--- src/rtl/cfgseq_pkg.sv ---
package cfgseq_pkg;
  localparam int unsigned REG_W   = 32;
  localparam int unsigned PHASE_W = 3;

  typedef enum logic [PHASE_W-1:0] {
    PH_PWRUP = 3'd0,
    PH_RST   = 3'd1,
    PH_CFG   = 3'd2,
    PH_INIT  = 3'd3,
    PH_USER  = 3'd4,
    PH_UNK   = 3'd5
  } phase_e;

  // control word bit positions
  localparam int unsigned CB_EN    = 0;
  localparam int unsigned CB_NCE   = 1;
  localparam int unsigned CB_PULL  = 2;
  localparam int unsigned CB_RATIO = 6;
  localparam int unsigned CB_XFER  = 8;
  localparam int unsigned CB_WIDTH = 9;

  localparam logic [REG_W-1:0] CTRL_MASK  = 32'h0000_03C7;
  localparam logic [REG_W-1:0] CTRL_RESET = 32'h0000_0002;

  localparam int unsigned OFS_STATUS = 0;
  localparam int unsigned OFS_CTRL   = 4;
endpackage

--- src/rtl/cfgseq_beat.sv ---
module cfgseq_beat
  import cfgseq_pkg::*;
#(
  parameter int unsigned DATA_W  = 32,
  parameter int unsigned RATIO_W = 2
) (
  input  logic               clk,
  input  logic               rst,
  input  logic               en,
  input  logic               in_cfg,
  input  logic               xfer,
  input  logic               wr,
  input  logic [DATA_W-1:0]  wdata,
  input  logic               width32,
  input  logic [RATIO_W-1:0] ratio,
  output logic               strobe,
  output logic [DATA_W-1:0]  dat,
  output logic               busy,
  output logic               err
);
  localparam int unsigned HALF_W = DATA_W / 2;
  localparam int unsigned SUB_W  = (1 << RATIO_W) - 1;

  logic [DATA_W-1:0]  word_q;
  logic               w32_q;
  logic [RATIO_W-1:0] ratio_q;
  logic [SUB_W-1:0]   sub_q;
  logic               hi_q;
  logic [SUB_W:0]     span;
  logic [SUB_W-1:0]   sub_lim;
  logic [DATA_W-1:0]  beat_val;
  logic               accept;

  always_comb begin
    span     = (SUB_W+1)'(1) << ratio_q;
    sub_lim  = SUB_W'(span - 1'b1);
    accept   = wr && en && in_cfg && xfer && !busy;
    if (w32_q)     beat_val = word_q;
    else if (hi_q) beat_val = {{HALF_W{1'b0}}, word_q[DATA_W-1:HALF_W]};
    else           beat_val = {{(DATA_W-HALF_W){1'b0}}, word_q[HALF_W-1:0]};
  end

  always_ff @(posedge clk) begin
    if (rst) begin
      strobe  <= 1'b0;
      dat     <= '0;
      busy    <= 1'b0;
      err     <= 1'b0;
      word_q  <= '0;
      w32_q   <= 1'b0;
      ratio_q <= '0;
      sub_q   <= '0;
      hi_q    <= 1'b0;
    end else begin
      strobe <= 1'b0;
      dat    <= '0;
      if (wr && (!in_cfg || busy)) err <= 1'b1;
      if (!en || !in_cfg) begin
        busy <= 1'b0;
      end else if (busy) begin
        strobe <= 1'b1;
        dat    <= beat_val;
        if (sub_q == sub_lim) begin
          sub_q <= '0;
          if (w32_q || hi_q) busy <= 1'b0;
          else               hi_q <= 1'b1;
        end else begin
          sub_q <= SUB_W'(sub_q + 1'b1);
        end
      end else if (accept) begin
        busy    <= 1'b1;
        word_q  <= wdata;
        w32_q   <= width32;
        ratio_q <= ratio;
        sub_q   <= '0;
        hi_q    <= 1'b0;
      end
    end
  end

  assert_err_sticky_R7: assert property (@(posedge clk) disable iff (rst)
    err |=> err);
  assert_take_only_when_open_R4: assert property (@(posedge clk) disable iff (rst)
    $rose(busy) |-> $past(xfer && in_cfg && en));
  assert_halt_when_off_R10: assert property (@(posedge clk) disable iff (rst)
    !en |=> !busy);
endmodule

--- src/rtl/cfgseq_phase.sv ---
module cfgseq_phase
  import cfgseq_pkg::*;
#(
  parameter int unsigned FIN_CLKS = 4
) (
  input  logic   clk,
  input  logic   rst,
  input  logic   en,
  input  logic   pull,
  input  logic   done_in,
  input  logic   stat_in,
  input  logic   beat_busy,
  output phase_e phase,
  output logic   xfer_clr,
  output logic   fin_strobe
);
  localparam int unsigned FIN_W = $clog2(FIN_CLKS + 1);

  logic [FIN_W-1:0] fin_cnt;
  logic             good;
  logic             bad;

  always_comb begin
    good     = done_in && stat_in;
    bad      = !done_in && !stat_in;
    xfer_clr = en && (phase == PH_CFG) && !pull && !beat_busy && good;
  end

  always_ff @(posedge clk) begin
    if (rst) begin
      phase      <= PH_PWRUP;
      fin_cnt    <= '0;
      fin_strobe <= 1'b0;
    end else begin
      fin_strobe <= 1'b0;
      if (en) begin
        case (phase)
          PH_PWRUP, PH_USER, PH_UNK: if (pull) phase <= PH_RST;
          PH_RST: if (!pull) phase <= PH_CFG;
          PH_CFG: begin
            if (pull) phase <= PH_RST;
            else if (!beat_busy && good) begin
              phase   <= PH_INIT;
              fin_cnt <= FIN_W'(FIN_CLKS);
            end else if (bad) phase <= PH_UNK;
          end
          PH_INIT: begin
            if (pull) phase <= PH_RST;
            else if (fin_cnt != '0) begin
              fin_strobe <= 1'b1;
              fin_cnt    <= FIN_W'(fin_cnt - 1'b1);
              if (fin_cnt == FIN_W'(1)) phase <= PH_USER;
            end else phase <= PH_USER;
          end
          default: phase <= PH_UNK;
        endcase
      end
    end
  end

  assert_phase_legal_R1: assert property (@(posedge clk) disable iff (rst)
    phase <= PH_UNK);
  assert_frozen_when_off_R10: assert property (@(posedge clk) disable iff (rst)
    (phase != $past(phase)) |-> $past(en));
  assert_user_after_init_R8: assert property (@(posedge clk) disable iff (rst)
    (phase == PH_USER && $past(phase) != PH_USER) |-> $past(phase) == PH_INIT);
  assert_cfg_after_reset_R3: assert property (@(posedge clk) disable iff (rst)
    (phase == PH_CFG && $past(phase) != PH_CFG) |-> $past(phase) == PH_RST);
endmodule

--- src/rtl/cfgseq_regs.sv ---
module cfgseq_regs
  import cfgseq_pkg::*;
#(
  parameter int unsigned ADDR_W  = 4,
  parameter int unsigned MODE_W  = 5,
  parameter int unsigned RATIO_W = 2
) (
  input  logic               clk,
  input  logic               rst,
  input  logic               wr,
  input  logic [ADDR_W-1:0]  addr,
  input  logic [REG_W-1:0]   wdata,
  input  logic               xfer_clr,
  input  phase_e             phase,
  input  logic [MODE_W-1:0]  mode_pins,
  output logic [REG_W-1:0]   rdata,
  output logic               en,
  output logic               nce,
  output logic               pull,
  output logic               xfer,
  output logic               width32,
  output logic [RATIO_W-1:0] ratio
);
  logic [REG_W-1:0] ctrl;
  logic [REG_W-1:0] status;
  logic             hit_ctrl;

  always_comb begin
    hit_ctrl = (addr == ADDR_W'(OFS_CTRL));
    status   = '0;
    status[PHASE_W-1:0]       = phase;
    status[PHASE_W +: MODE_W] = mode_pins;
    en      = ctrl[CB_EN];
    nce     = ctrl[CB_NCE];
    pull    = ctrl[CB_PULL];
    xfer    = ctrl[CB_XFER];
    width32 = ctrl[CB_WIDTH];
    ratio   = ctrl[CB_RATIO +: RATIO_W];
  end

  always_ff @(posedge clk) begin
    if (rst) begin
      ctrl  <= CTRL_RESET;
      rdata <= '0;
    end else begin
      if (wr && hit_ctrl) ctrl <= wdata & CTRL_MASK;
      if (xfer_clr) ctrl[CB_XFER] <= 1'b0;
      if (addr == ADDR_W'(OFS_STATUS)) rdata <= status;
      else if (hit_ctrl)               rdata <= ctrl;
      else                             rdata <= '0;
    end
  end

  assert_ctrl_write_R2: assert property (@(posedge clk) disable iff (rst)
    (wr && hit_ctrl && !xfer_clr) |=> ctrl == ($past(wdata) & CTRL_MASK));
endmodule

--- src/rtl/cfg_sequencer.sv ---
module cfg_sequencer
  import cfgseq_pkg::*;
#(
  parameter int unsigned DATA_W   = 32,
  parameter int unsigned ADDR_W   = 4,
  parameter int unsigned MODE_W   = 5,
  parameter int unsigned RATIO_W  = 2,
  parameter int unsigned FIN_CLKS = 4
) (
  input  logic              clk,
  input  logic              rst,
  input  logic              reg_wr,
  input  logic [ADDR_W-1:0] reg_addr,
  input  logic [31:0]       reg_wdata,
  output logic [31:0]       reg_rdata,
  input  logic              data_wr,
  input  logic [DATA_W-1:0] data_in,
  input  logic [MODE_W-1:0] mode_pins,
  input  logic              done_in,
  input  logic              stat_in,
  output logic              cfg_pull,
  output logic              cfg_ce_n,
  output logic              cfg_strobe,
  output logic [DATA_W-1:0] cfg_data,
  output logic              data_err
);
  phase_e             phase;
  logic               en, nce, pull, xfer, width32;
  logic [RATIO_W-1:0] ratio;
  logic               xfer_clr, fin_strobe;
  logic               beat_strobe, beat_busy;
  logic [DATA_W-1:0]  beat_dat;

  cfgseq_regs #(.ADDR_W(ADDR_W), .MODE_W(MODE_W), .RATIO_W(RATIO_W)) u_regs (
    .clk(clk), .rst(rst), .wr(reg_wr), .addr(reg_addr), .wdata(reg_wdata),
    .xfer_clr(xfer_clr), .phase(phase), .mode_pins(mode_pins), .rdata(reg_rdata),
    .en(en), .nce(nce), .pull(pull), .xfer(xfer), .width32(width32), .ratio(ratio)
  );

  cfgseq_phase #(.FIN_CLKS(FIN_CLKS)) u_phase (
    .clk(clk), .rst(rst), .en(en), .pull(pull), .done_in(done_in),
    .stat_in(stat_in), .beat_busy(beat_busy), .phase(phase),
    .xfer_clr(xfer_clr), .fin_strobe(fin_strobe)
  );

  cfgseq_beat #(.DATA_W(DATA_W), .RATIO_W(RATIO_W)) u_beat (
    .clk(clk), .rst(rst), .en(en), .in_cfg(phase == PH_CFG), .xfer(xfer),
    .wr(data_wr), .wdata(data_in), .width32(width32), .ratio(ratio),
    .strobe(beat_strobe), .dat(beat_dat), .busy(beat_busy), .err(data_err)
  );

  assign cfg_pull   = en && pull;
  assign cfg_ce_n   = nce;
  assign cfg_strobe = beat_strobe | fin_strobe;
  assign cfg_data   = beat_dat;

  assert_no_overlap_R8: assert property (@(posedge clk) disable iff (rst)
    !(beat_strobe && fin_strobe));
  assert_xfer_dropped_R8: assert property (@(posedge clk) disable iff (rst)
    (phase == PH_INIT && $past(phase) == PH_CFG) |-> !xfer);
  assert_strobe_source_R4: assert property (@(posedge clk) disable iff (rst)
    beat_strobe |-> $past(phase == PH_CFG));
endmodule

--- config.mk ---
export PLATFORM = sky130hd
export DESIGN_NAME = cfg_sequencer
export DESIGN_NICKNAME = d
export VERILOG_FILES = /design/src/rtl/cfgseq_pkg.sv /design/src/rtl/cfgseq_beat.sv /design/src/rtl/cfgseq_phase.sv /design/src/rtl/cfgseq_regs.sv /design/src/rtl/cfg_sequencer.sv
export SDC_FILE = /design/constraint.sdc
export NUM_CORES = 1
export LEC_CHECK = 0
export CAP_MARGIN = 0
export CORE_UTILIZATION = 45
export CTS_CLUSTER_DIAMETER = 40
export DETAILED_ROUTE_END_ITERATION = 10
export DONT_BUFFER_PORTS = 1
export PLACE_DENSITY = 0.58
export SLEW_MARGIN = 0
export SYNTH_ARGS = -nofsm -noshare
export SYNTH_HDL_FRONTEND = slang
export SYNTH_HIERARCHICAL = 1
export SYNTH_SLANG_ARGS = --single-unit
--- constraint.sdc ---
create_clock -name clk -period 2.25 [get_ports clk]
set_input_delay 0.225 -clock clk [delete_from_list [all_inputs] [get_ports clk]]
set_output_delay 0.225 -clock clk [all_outputs]
set_load 0.005 [all_outputs]
==> metrics.txt <==
run status finished, final reports clean; synth warn 6; most area-hungry cell type in the Yosys netlist dfxtp_1; clk_skew around 0.011 ns; Clk Latency, worst-skew pair ~0.36 ns; hold crit path type in2reg; Die X roughly 96 µm; Pwr Density between 600 and 700 nW/µm²; routability congestion estimate about 0.8; max_slew headroom about 52%; Inserted Clock Buffers 9; Clock transition at path regs 0.09 ns; Gate power share under 10%; Final Cycle Share 81.5%; IO Pins about 150; largest net degree at the start of global routing 43; pre-CTS setup slack 0.420 ns; gr usage total 18.6%; critical path type reg2reg; Cell Rows 33; worst-margin pin slew 0.719 ns; DR WL/cell ~14 µm; Clock power frac about two fifths; grt ovf 0; Synth Area per Inst 8.74 µm²; Final Instance Area 4490 µm²; crit start category flop; Synth cell types 63; Req. time, crit path between 2 and 2.5 ns; # nets final 563; final hold vios 0; synthesized area slightly below 4000 µm²; clock root buffer clkbuf_8; Final setup viols 0; Setup crit end kind flop; IO Port Bufs 0; CP arrival around 2.1 ns; first-pass GRT wire length around 13 mm; main area contributors after synthesis dfxtp_1 49%, nand2_1 11%, a21oi_1 6.9%; vias in the first global route around 2800; Synth-to-Final Area Change 13.0%; Num Clock Sinks 98; number of synthesized register bits just under 100; sw frac ~22%; WHS 0.0128 ns; Final TNS setup 0 ns; sequential area share after synthesis between 40% and 50%; Final Max Tran Viols 0; Initial Util 47.4%; fmax between 500 and 600 MHz; min Tclk post-route about 1.8 ns; DRC Markers 0; placement-stage cell area ~4000 µm²; final core utilization around 54%; Vias/cell 5.08; layout cells sized above 1 roughly 8.7%; most common cell in the synthesized netlist nand2_1; CTS tree yes; ys flop type dfxtp_1; DR pass1 iterations 4; Core ar. between 8000 and 9000 µm²; CP Max Fanout 35; die area ~9200 µm²; Seq pwr share 58.3%; Synth top area share around half; Die Ht around 96 µm; DR iter-0 viols between 100 and 150; vias around 3000; VDD IR max roughly 0.32 mV; H-tree depth 3; worst setup margin ~0.42 ns; fillers 830; clock buffer depth 2; ys async rst share 0%; EDFF count, synth 0; top post-synthesis cells by count 115 x nand2_1, 98 x dfxtp_1, 55 x a21oi_1, 24 x and2_1, 24 x buf_4; Synth Instances between 400 and 500; ANT nets after route 0; R2R cell count 6; Net Switching 0.669 mW; Leak around 1.6 nW; unrepaired setup endpoints after global routing no; hpwl dp 5.47 mm; P_int 2.31 mW; final WL roughly 8.3 mm; Hold Path Depth 2; Max-Cap Viols 0; initial antenna violation count 1
## critical path: stages, from the launching register on
cell and delay (ns):
dfxtp_1 0.41, nor3b_2 0.29, nand2_1 0.20, or3_1 0.38, buf_4 0.25, nand2_1 0.11
a21oi_1 0.07
## cells by family after synthesis
family | synth area share, %
AND/OR/NAND/NOR | 25.7
flip-flops | 49.3
AO/OA/AOI/OAI | 14.3
buffers and inverters | 8.34
adder cells (fa/ha/maj) | 1.26
XOR/XNOR | 0.441
multiplexers | 0.503
other | 0.0943
## area by class of cell
| cell class | instances | area [µm²] | area share [%] |
|---|---|---|---|
| sequential | 98 | 1960 | 43.7 |
| timing repair buffer | 42 | 405 | 9.02 |
| multi-input combinational | 322 | 1770 | 39.3 |
| clock inverter | 7 | 76.3 | 1.70 |
| inverter | 7 | 26.3 | 0.585 |
| antenna | 1 | 2.50 | 0.0557 |
| clock buffer | 9 | 124 | 2.76 |
| tap | 105 | 131 | 2.92 |
## registers in the layout, summed over array words and instances (netlist names)
name,cells
u_beat/sub_q,3
u_beat/w32_q,1
u_phase/phase,3
u_beat/strobe,1
u_regs/ctrl,7
u_beat/dat,32
u_phase/fin_strobe,1
u_beat/hi_q,1
u_beat/word_q,32
u_phase/fin_cnt,3
u_beat/err,1
u_beat/ratio_q,2
u_beat/busy,1
u_regs/rdata,10
## metal layers
metal  wire length (µm)  global-route usage [%]  share of wire (%)
met5                  0                       0                  0
met2               3810                    29.3                 46
met4                112                    6.97                1.3
met1               3990                    24.2                 48
met3                395                    4.98                4.8
## cell usage in the layout (no fill, tap or decap), types with 2 or more instances in the layout
cell	instances
a22o_1	5
ha_1	4
and2_1	24
or3_1	4
buf_4	10
mux2i_1	2
and3_1	4
a211o_1	2
nor3b_2	2
dfxtp_1	98
nand3_1	3
nor2_1	11
dlygate4sd3_1	31
nor3_4	2
inv_1	7
o21ai_1	10
nand2_1	115
clkbuf_8	9
nor2b_1	3
conb_1	22
a21oi_1	55
clkinv_2	2
nor3_1	2
nand2b_1	8
nand4b_1	5
a211oi_1	2
nand4_1	2
## stage by stage
step	total power [mW]	cells
floorplan	1.86	476
global route	3.10	591
global placement	1.82	542
detailed placement	1.82	542
finish	2.98	591
CTS	3.02	590
## repair_timing
item,in CTS,in global routing
endpoints found under the hold margin,48,0
buffers inserted,0,0
hold buffers,32,0
gates resized for setup,0,0
## power by group through the flow
| stage | registers, mW | logic [mW] | clock network [mW] |
|---|---|---|---|
| after floorplan | 1.78 | 0.0751 | 0 |
| after global placement | 1.78 | 0.0354 | 0 |
| after detailed placement | 1.78 | 0.0360 | 0 |
| after CTS | 1.74 | 0.0975 | 1.18 |
| after global routing | 1.74 | 0.106 | 1.25 |
| final | 1.74 | 0.0978 | 1.15 |
## path summary, 6_finish.rpt
kind | from | to | slack [ns]
max | u_phase/phase[2] | u_beat/word_q[29] | 0.42
min reg2reg | u_beat/word_q[0] | u_beat/word_q[0] | 0.46
min | data_in[31] | u_beat/word_q[31] | 0.01
max reg2reg | u_phase/phase[2] | u_beat/word_q[29] | 0.42
Note: power is estimated with default switching activity, not from simulation.
